`src/rtl/flash_status_pkg.sv`:
```
package flash_status_pkg;

    localparam int STAT_W   = 8;
    localparam int BIT_BUSY = 0;
    localparam int BIT_WEL  = 1;
    localparam int BIT_EPE  = 5;

    typedef enum logic [1:0] {
        ST_IDLE   = 2'd0,
        ST_OPCODE = 2'd1,
        ST_STREAM = 2'd2,
        ST_SKIP   = 2'd3
    } rd_state_t;

endpackage

```
`src/rtl/fsr_edge.sv`:
```
module fsr_edge (
    input  logic clk,
    input  logic rst_n,
    input  logic sck_i,
    output logic rise_o,
    output logic fall_o
);

    logic sck_q;

    always_ff @(posedge clk or negedge rst_n) begin
        if (!rst_n) begin
            sck_q <= 1'b0;
        end else begin
            sck_q <= sck_i;
        end
    end

    always_comb begin
        rise_o = sck_i & ~sck_q;
        fall_o = ~sck_i & sck_q;
    end

endmodule

```
`src/rtl/fsr_flags.sv`:
```
module fsr_flags
    import flash_status_pkg::*;
#(
    parameter int N_CLR = 2
) (
    input  logic              clk,
    input  logic              rst_n,
    input  logic              busy_i,
    input  logic              wel_set_i,
    input  logic [N_CLR-1:0]  wel_clr_i,
    input  logic              prog_start_i,
    input  logic              prog_fail_i,
    output logic [STAT_W-1:0] stat_o
);

    logic wel_q;
    logic epe_q;
    logic any_clr;

    assign any_clr = |wel_clr_i;

    // Write-enable latch: clear has priority over set.
    always_ff @(posedge clk or negedge rst_n) begin
        if (!rst_n) begin
            wel_q <= 1'b0;
        end else if (any_clr) begin
            wel_q <= 1'b0;
        end else if (wel_set_i) begin
            wel_q <= 1'b1;
        end
    end

    // Error flag: a failure has priority over the start of a new program.
    always_ff @(posedge clk or negedge rst_n) begin
        if (!rst_n) begin
            epe_q <= 1'b0;
        end else if (prog_fail_i) begin
            epe_q <= 1'b1;
        end else if (prog_start_i) begin
            epe_q <= 1'b0;
        end
    end

    always_comb begin
        stat_o           = '0;
        stat_o[BIT_BUSY] = busy_i;
        stat_o[BIT_WEL]  = wel_q;
        stat_o[BIT_EPE]  = epe_q;
    end

endmodule

```
`src/rtl/fsr_serial.sv`:
```
module fsr_serial
    import flash_status_pkg::*;
#(
    parameter int              OPC_W    = 8,
    parameter logic [OPC_W-1:0] READ_OPC = 8'h05
) (
    input  logic              clk,
    input  logic              rst_n,
    input  logic              cs_n_i,
    input  logic              mosi_i,
    input  logic              rise_i,
    input  logic              fall_i,
    input  logic [STAT_W-1:0] stat_i,
    output logic              so_o,
    output logic              so_oe_o
);

    localparam int OCW = $clog2(OPC_W);
    localparam int BCW = $clog2(STAT_W);
    localparam logic [OCW-1:0] OPC_LAST = OCW'(OPC_W - 1);
    localparam logic [BCW-1:0] BIT_LAST = BCW'(STAT_W - 1);

    rd_state_t         state_q, state_d;
    logic [OPC_W-1:0]  opc_sr_q;
    logic [OCW-1:0]    opc_cnt_q;
    logic [STAT_W-1:0] shreg_q;
    logic [BCW-1:0]    bit_cnt_q;
    logic              adv_q;
    logic [OPC_W-1:0]  opc_full;
    logic              opc_done;

    assign opc_full = {opc_sr_q[OPC_W-2:0], mosi_i};
    assign opc_done = (state_q == ST_OPCODE) && rise_i && (opc_cnt_q == OPC_LAST);

    // State register.
    always_ff @(posedge clk or negedge rst_n) begin
        if (!rst_n) begin
            state_q <= ST_IDLE;
        end else begin
            state_q <= state_d;
        end
    end

    // Next-state logic.
    always_comb begin
        state_d = state_q;
        if (cs_n_i) begin
            state_d = ST_IDLE;
        end else begin
            unique case (state_q)
                ST_IDLE:   state_d = ST_OPCODE;
                ST_OPCODE: begin
                    if (opc_done) begin
                        state_d = (opc_full == READ_OPC) ? ST_STREAM : ST_SKIP;
                    end
                end
                ST_STREAM: state_d = ST_STREAM;
                ST_SKIP:   state_d = ST_SKIP;
                default:   state_d = ST_IDLE;
            endcase
        end
    end

    // Opcode collection and status shifter.
    always_ff @(posedge clk or negedge rst_n) begin
        if (!rst_n) begin
            opc_sr_q  <= '0;
            opc_cnt_q <= '0;
            shreg_q   <= '0;
            bit_cnt_q <= '0;
            adv_q     <= 1'b0;
        end else if (state_q != ST_OPCODE && state_q != ST_STREAM) begin
            opc_sr_q  <= '0;
            opc_cnt_q <= '0;
            bit_cnt_q <= '0;
            adv_q     <= 1'b0;
        end else if (state_q == ST_OPCODE) begin
            if (rise_i) begin
                opc_sr_q  <= opc_full;
                opc_cnt_q <= opc_cnt_q + 1'b1;
            end
            if (opc_done) begin
                shreg_q   <= stat_i;
                bit_cnt_q <= '0;
                adv_q     <= 1'b0;
            end
        end else begin
            if (rise_i) begin
                adv_q <= 1'b1;
            end else if (fall_i && adv_q) begin
                adv_q <= 1'b0;
                if (bit_cnt_q == BIT_LAST) begin
                    shreg_q   <= stat_i;
                    bit_cnt_q <= '0;
                end else begin
                    shreg_q   <= {shreg_q[STAT_W-2:0], 1'b0};
                    bit_cnt_q <= bit_cnt_q + 1'b1;
                end
            end
        end
    end

    // Outputs.
    always_comb begin
        so_oe_o = (state_q == ST_STREAM);
        so_o    = so_oe_o & shreg_q[STAT_W-1];
    end

endmodule

```
`src/rtl/flash_status_reg.sv`:
```
module flash_status_reg
    import flash_status_pkg::*;
#(
    parameter int               N_CLR    = 2,
    parameter int               OPC_W    = 8,
    parameter logic [OPC_W-1:0] READ_OPC = 8'h05
) (
    input  logic              clk,
    input  logic              rst_n,
    input  logic              spi_cs_n,
    input  logic              spi_sck,
    input  logic              spi_mosi,
    output logic              spi_miso,
    output logic              spi_miso_oe,
    input  logic              arr_busy,
    input  logic              wel_set,
    input  logic [N_CLR-1:0]  wel_clr,
    input  logic              prog_start,
    input  logic              prog_fail,
    output logic [STAT_W-1:0] status
);

    logic sck_rise;
    logic sck_fall;

    fsr_edge u_edge (
        .clk    (clk),
        .rst_n  (rst_n),
        .sck_i  (spi_sck),
        .rise_o (sck_rise),
        .fall_o (sck_fall)
    );

    fsr_flags #(.N_CLR(N_CLR)) u_flags (
        .clk          (clk),
        .rst_n        (rst_n),
        .busy_i       (arr_busy),
        .wel_set_i    (wel_set),
        .wel_clr_i    (wel_clr),
        .prog_start_i (prog_start),
        .prog_fail_i  (prog_fail),
        .stat_o       (status)
    );

    fsr_serial #(.OPC_W(OPC_W), .READ_OPC(READ_OPC)) u_serial (
        .clk     (clk),
        .rst_n   (rst_n),
        .cs_n_i  (spi_cs_n),
        .mosi_i  (spi_mosi),
        .rise_i  (sck_rise),
        .fall_i  (sck_fall),
        .stat_i  (status),
        .so_o    (spi_miso),
        .so_oe_o (spi_miso_oe)
    );

endmodule

```
`config.mk`:
```
export PLATFORM = sky130hd
export DESIGN_NAME = flash_status_reg
export DESIGN_NICKNAME = d
export VERILOG_FILES = /design/src/rtl/flash_status_pkg.sv /design/src/rtl/fsr_edge.sv /design/src/rtl/fsr_flags.sv /design/src/rtl/fsr_serial.sv /design/src/rtl/flash_status_reg.sv
export SDC_FILE = /design/constraint.sdc
export NUM_CORES = 1
export LEC_CHECK = 0
export BUFFER_PORTS_ARGS = -buffer_cell sky130_fd_sc_hd__buf_2
export CORE_AREA = 8 8 71 73
export DETAILED_ROUTE_END_ITERATION = 12
export DIE_AREA = 0 0 79 81
export GPL_ROUTABILITY_DRIVEN = 0
export GPL_TIMING_DRIVEN = 0
export SLEW_MARGIN = 20
export SYNTH_ARGS = -nofsm -noshare
export SYNTH_HDL_FRONTEND = slang
export SYNTH_HIERARCHICAL = 1
export SYNTH_SLANG_ARGS = --single-unit
```
`constraint.sdc`:
```
create_clock -name clk -period 2.15 [get_ports clk]
set_input_delay 0.43 -clock clk [delete_from_list [all_inputs] [get_ports clk]]
set_output_delay 0.43 -clock clk [all_outputs]
set_load 0.02 [all_outputs]
```
==> results.py <==
metrics = {
    "timing": {
        "grt_setup_unrepaired": "no",
        "hold_violations": 0,
        "finalCritPeriodShare": 0.902,
        "finalClockSkew_ns": 0.00125,
        "fmax_mhz": 516,
        "min_period_ns": 1.94,
        "worst_pin_slew_ns": 0.589,
        "setup_viol": 0,
        "fin_setup_tns_ns": 0,
        "maxSlewViolCount": 0,
        "max_slew_margin": 0.608,
    },
    "final_layout": {
        "final_layout_size_suffix_gt1_frac": 0.327,
        "layout-area-overhead-vs-synth_pct": 13.1,
        "n_fill_cell": 399,
        "antenna_cells": 0,
        "final-instance-count-excl-fill": 206,
        "layout.nets": 177,
        "layout_commonest_cell": "dfrtp_1",
        "final_cell_mix": "dfrtp_1, inv_1, mux2_2",
    },
    "yosys": {
        "syn_avg_cell_area_um2": 11.2,
        "synth_top_area_frac": 0.449,
        "synthMuxAreaShare": 0.186,
        "synth-xor-area-share": 0,
        "synth_top_family_by_area": "multiplexers",
        "synth-adder-area-share": 0.0749,
        "ys_types": 31,
        "yosys.area_share.simple": 0.101,
        "yosysSeqAreaShare": 0.449,
        "synth_compound_area_frac": 0.0957,
        "yosys_register_bits": 27,
        "synth_area_mm2": 0.00150,
        "synthCells": 134,
        "netlist_top_cells_area": "dfrtp_1, mux2_2, ha_1, mux2i_1, buf_4",
        "yosysWarningCount": 6,
        "yosys.area.top_type": "dfrtp_1",
    },
    "power": {
        "ir_drop_mv": 0.491,
        "pwr-share-comb": 0.463,
        "p_sw_uw": 720,
        "p_leak_nw": 0.855,
        "clockPowerShare": 0.153,
        "p_seq_frac": 0.385,
        "p_int_mw": 1.17,
        "p_per_area_mw_per_mm2": 1110,
        "p_sw_frac": 0.380,
    },
    "setup_path": {
        "path_class": "reg2reg",
        "worstRegToRegCells": 5,
        "worstReg2RegStart": "u_serial/bit_cnt_q[0]",
        "arrival_ns": 2.10,
        "cp_num_buf_inv": 0,
        "crit_required_ns": 2.31,
        "slowest_stage": "dfrtp_1",
        "max_stage_delay_ns": 0.41,
        "crit_path_start_kind": "flop",
        "cp_top_family": "multiplexers",
        "r2r_slack_ns": 0.21,
        "end_kind": "flop",
        "cp_max_fo": 9,
        "rr_endpoint": "u_serial/shreg_q[1]",
        "cp_cell_sequence": "ha_1 -> ha_1 -> nor2_2 -> mux2_2 -> mux2_2",
    },
    "floorplanning": {
        "core_area_mm2": 0.00391,
        "row_count": 23,
        "dieArea_mm2": 0.00640,
        "ios": 21,
        "die_w_um": 79,
        "fp.dieH_um": 81,
        "start_util": 0.384,
    },
    "global_routing": {
        "grt_pass1_vias": 1052,
        "top_usage_layer": "met2",
        "overflow": 0,
        "grt_pass1_wl_mm": 4.49,
        "groute.usage.overall": 0.0853,
        "use_met3": 0.0210,
        "grt_use_met2": 0.157,
        "met1_usage": 0.0920,
        "grt_max_degree": 28,
        "grt_antenna_before_repair": 0,
    },
    "clock_tree": {
        "cts_tree": "yes",
        "clk_latency_ns": 0.27,
        "clock_sinks": 27,
        "root_buffer": "clkbuf_8",
        "postCtsHoldBufs": 0,
        "cts.clk_slew.worst_paths_ns": 0.09,
        "cts_buffers": 3,
        "cts_setup_buffers": 0,
        "cts_resized": 0,
        "clockBufferDepth": 2,
        "cts_max_level": 1,
    },
    "route": {
        "via_per_inst": 4.86,
        "drt_first_pass_iters": 4,
        "drt_wl_total_mm": 2.67,
        "wl_per_cell_um": 13.0,
        "drc": 0,
        "drt_iter0_drc": 18,
        "vias": 1001,
        "drtAntennaViolNets": 0,
    },
    "status": {
        "outcome": "complete, no violations",
    },
    "placed_design": {
        "port_buffers": 14,
        "dp.cells": 202,
        "dpl.hpwl_mm": 2.05,
    },
    "worst_hold_path": {
        "hp-class": "in2async",
    },
    "flow_run": {
        "maxCapViolations": 0,
    },
}
[synthesized netlist by cell type]
cell type	number
a211oi_1	1
a21bo_2	2
a21boi_1	1
a21o_1	1
a21oi_4	1
a221oi_1	2
a32oi_1	2
and2_1	1
and2b_2	1
buf_4	10
clkbuf_1	1
conb_1	1
dfrtp_1	27
ha_1	9
inv_1	15
mux2_1	1
mux2_2	15
mux2i_1	10
nand2_1	12
nand3_1	1
nand3b_1	1
nand4bb_1	1
nor2_1	4
nor2_2	1
nor2b_1	2
nor3_1	1
nor3_2	1
o21ai_0	3
o221ai_1	1
o2bb2ai_1	3
or4b_2	2
[cell families (layout without fill, tap and decap cells)]
logic type	count (synthesis)	after routing
compound gates	17	17
mux	26	26
simple gates	28	28
fa+ha+maj	9	9
other cells	1	5
buf+inv	26	44
flops	27	27
[sequential cells by signal, indices dropped and copies added, names as in the netlist]
signal,count
u_serial/opc_sr_q,7
u_serial/bit_cnt_q,3
u_serial/adv_q,1
u_flags/epe_q,1
u_flags/wel_q,1
u_serial/state_q,2
u_edge/sck_q,1
u_serial/opc_cnt_q,3
u_serial/shreg_q,8
[routing by layer]
metal	vias up	part of all wire
met5	-	0
met4	0	0.0045
met3	2	0.034
met2	9	0.54
met1	501	0.42
li1	489	-
[area by class of cell]
cell class	instances	area, µm²	area share
buffer	11	78.8	0.0464
clock inverter	1	7.51	0.00442
clock buffer	3	41.3	0.0243
inverter	15	56.3	0.0331
multi-input combinational	85	708	0.416
timing repair buffer	14	70.1	0.0412
sequential	27	676	0.397
tap	50	62.6	0.0368
[power groups by stage]
| stage | sequential [mW] | combinational (mW) | clock [mW] |
|---|---|---|---|
| after detailed placement | 0.741 | 0.892 | 0 |
| final | 0.728 | 0.876 | 0.289 |
| after CTS | 0.730 | 0.897 | 0.307 |
| after floorplan | 0.714 | 0.710 | 0 |
| after global placement | 0.729 | 0.858 | 0 |
| after global routing | 0.748 | 0.979 | 0.321 |
[stage by stage]
step           cell area [µm²]  utilization  power, mW  hold slack, ns  setup slack (ns)
3_3_place_gp              1650        0.422       1.59           0.468             0.198
3_5_place_dp              1650        0.422       1.63           0.478             0.169
2_1_floorplan             1520            -       1.42           0.134             0.414
5_1_grt                   1700        0.434       2.05           0.191             0.130
6_report                  1700        0.434       1.89           0.149             0.211
4_1_cts                   1700        0.434       1.93           0.170             0.197
[worst max-delay path by stage]
stage,endpoint,cells after the start,start
after detailed placement,u_serial/shreg_q[1],5,spi_sck
final,u_serial/shreg_q[1],5,u_serial/bit_cnt_q[0]
after CTS,u_serial/shreg_q[1],5,u_serial/bit_cnt_q[0]
after global placement,u_serial/shreg_q[0],5,spi_sck
after floorplan,u_serial/shreg_q[1],5,u_serial/bit_cnt_q[0]
after global routing,u_serial/shreg_q[1],5,u_serial/bit_cnt_q[0]
No activity file was read; power rests on OpenSTA's default activity.
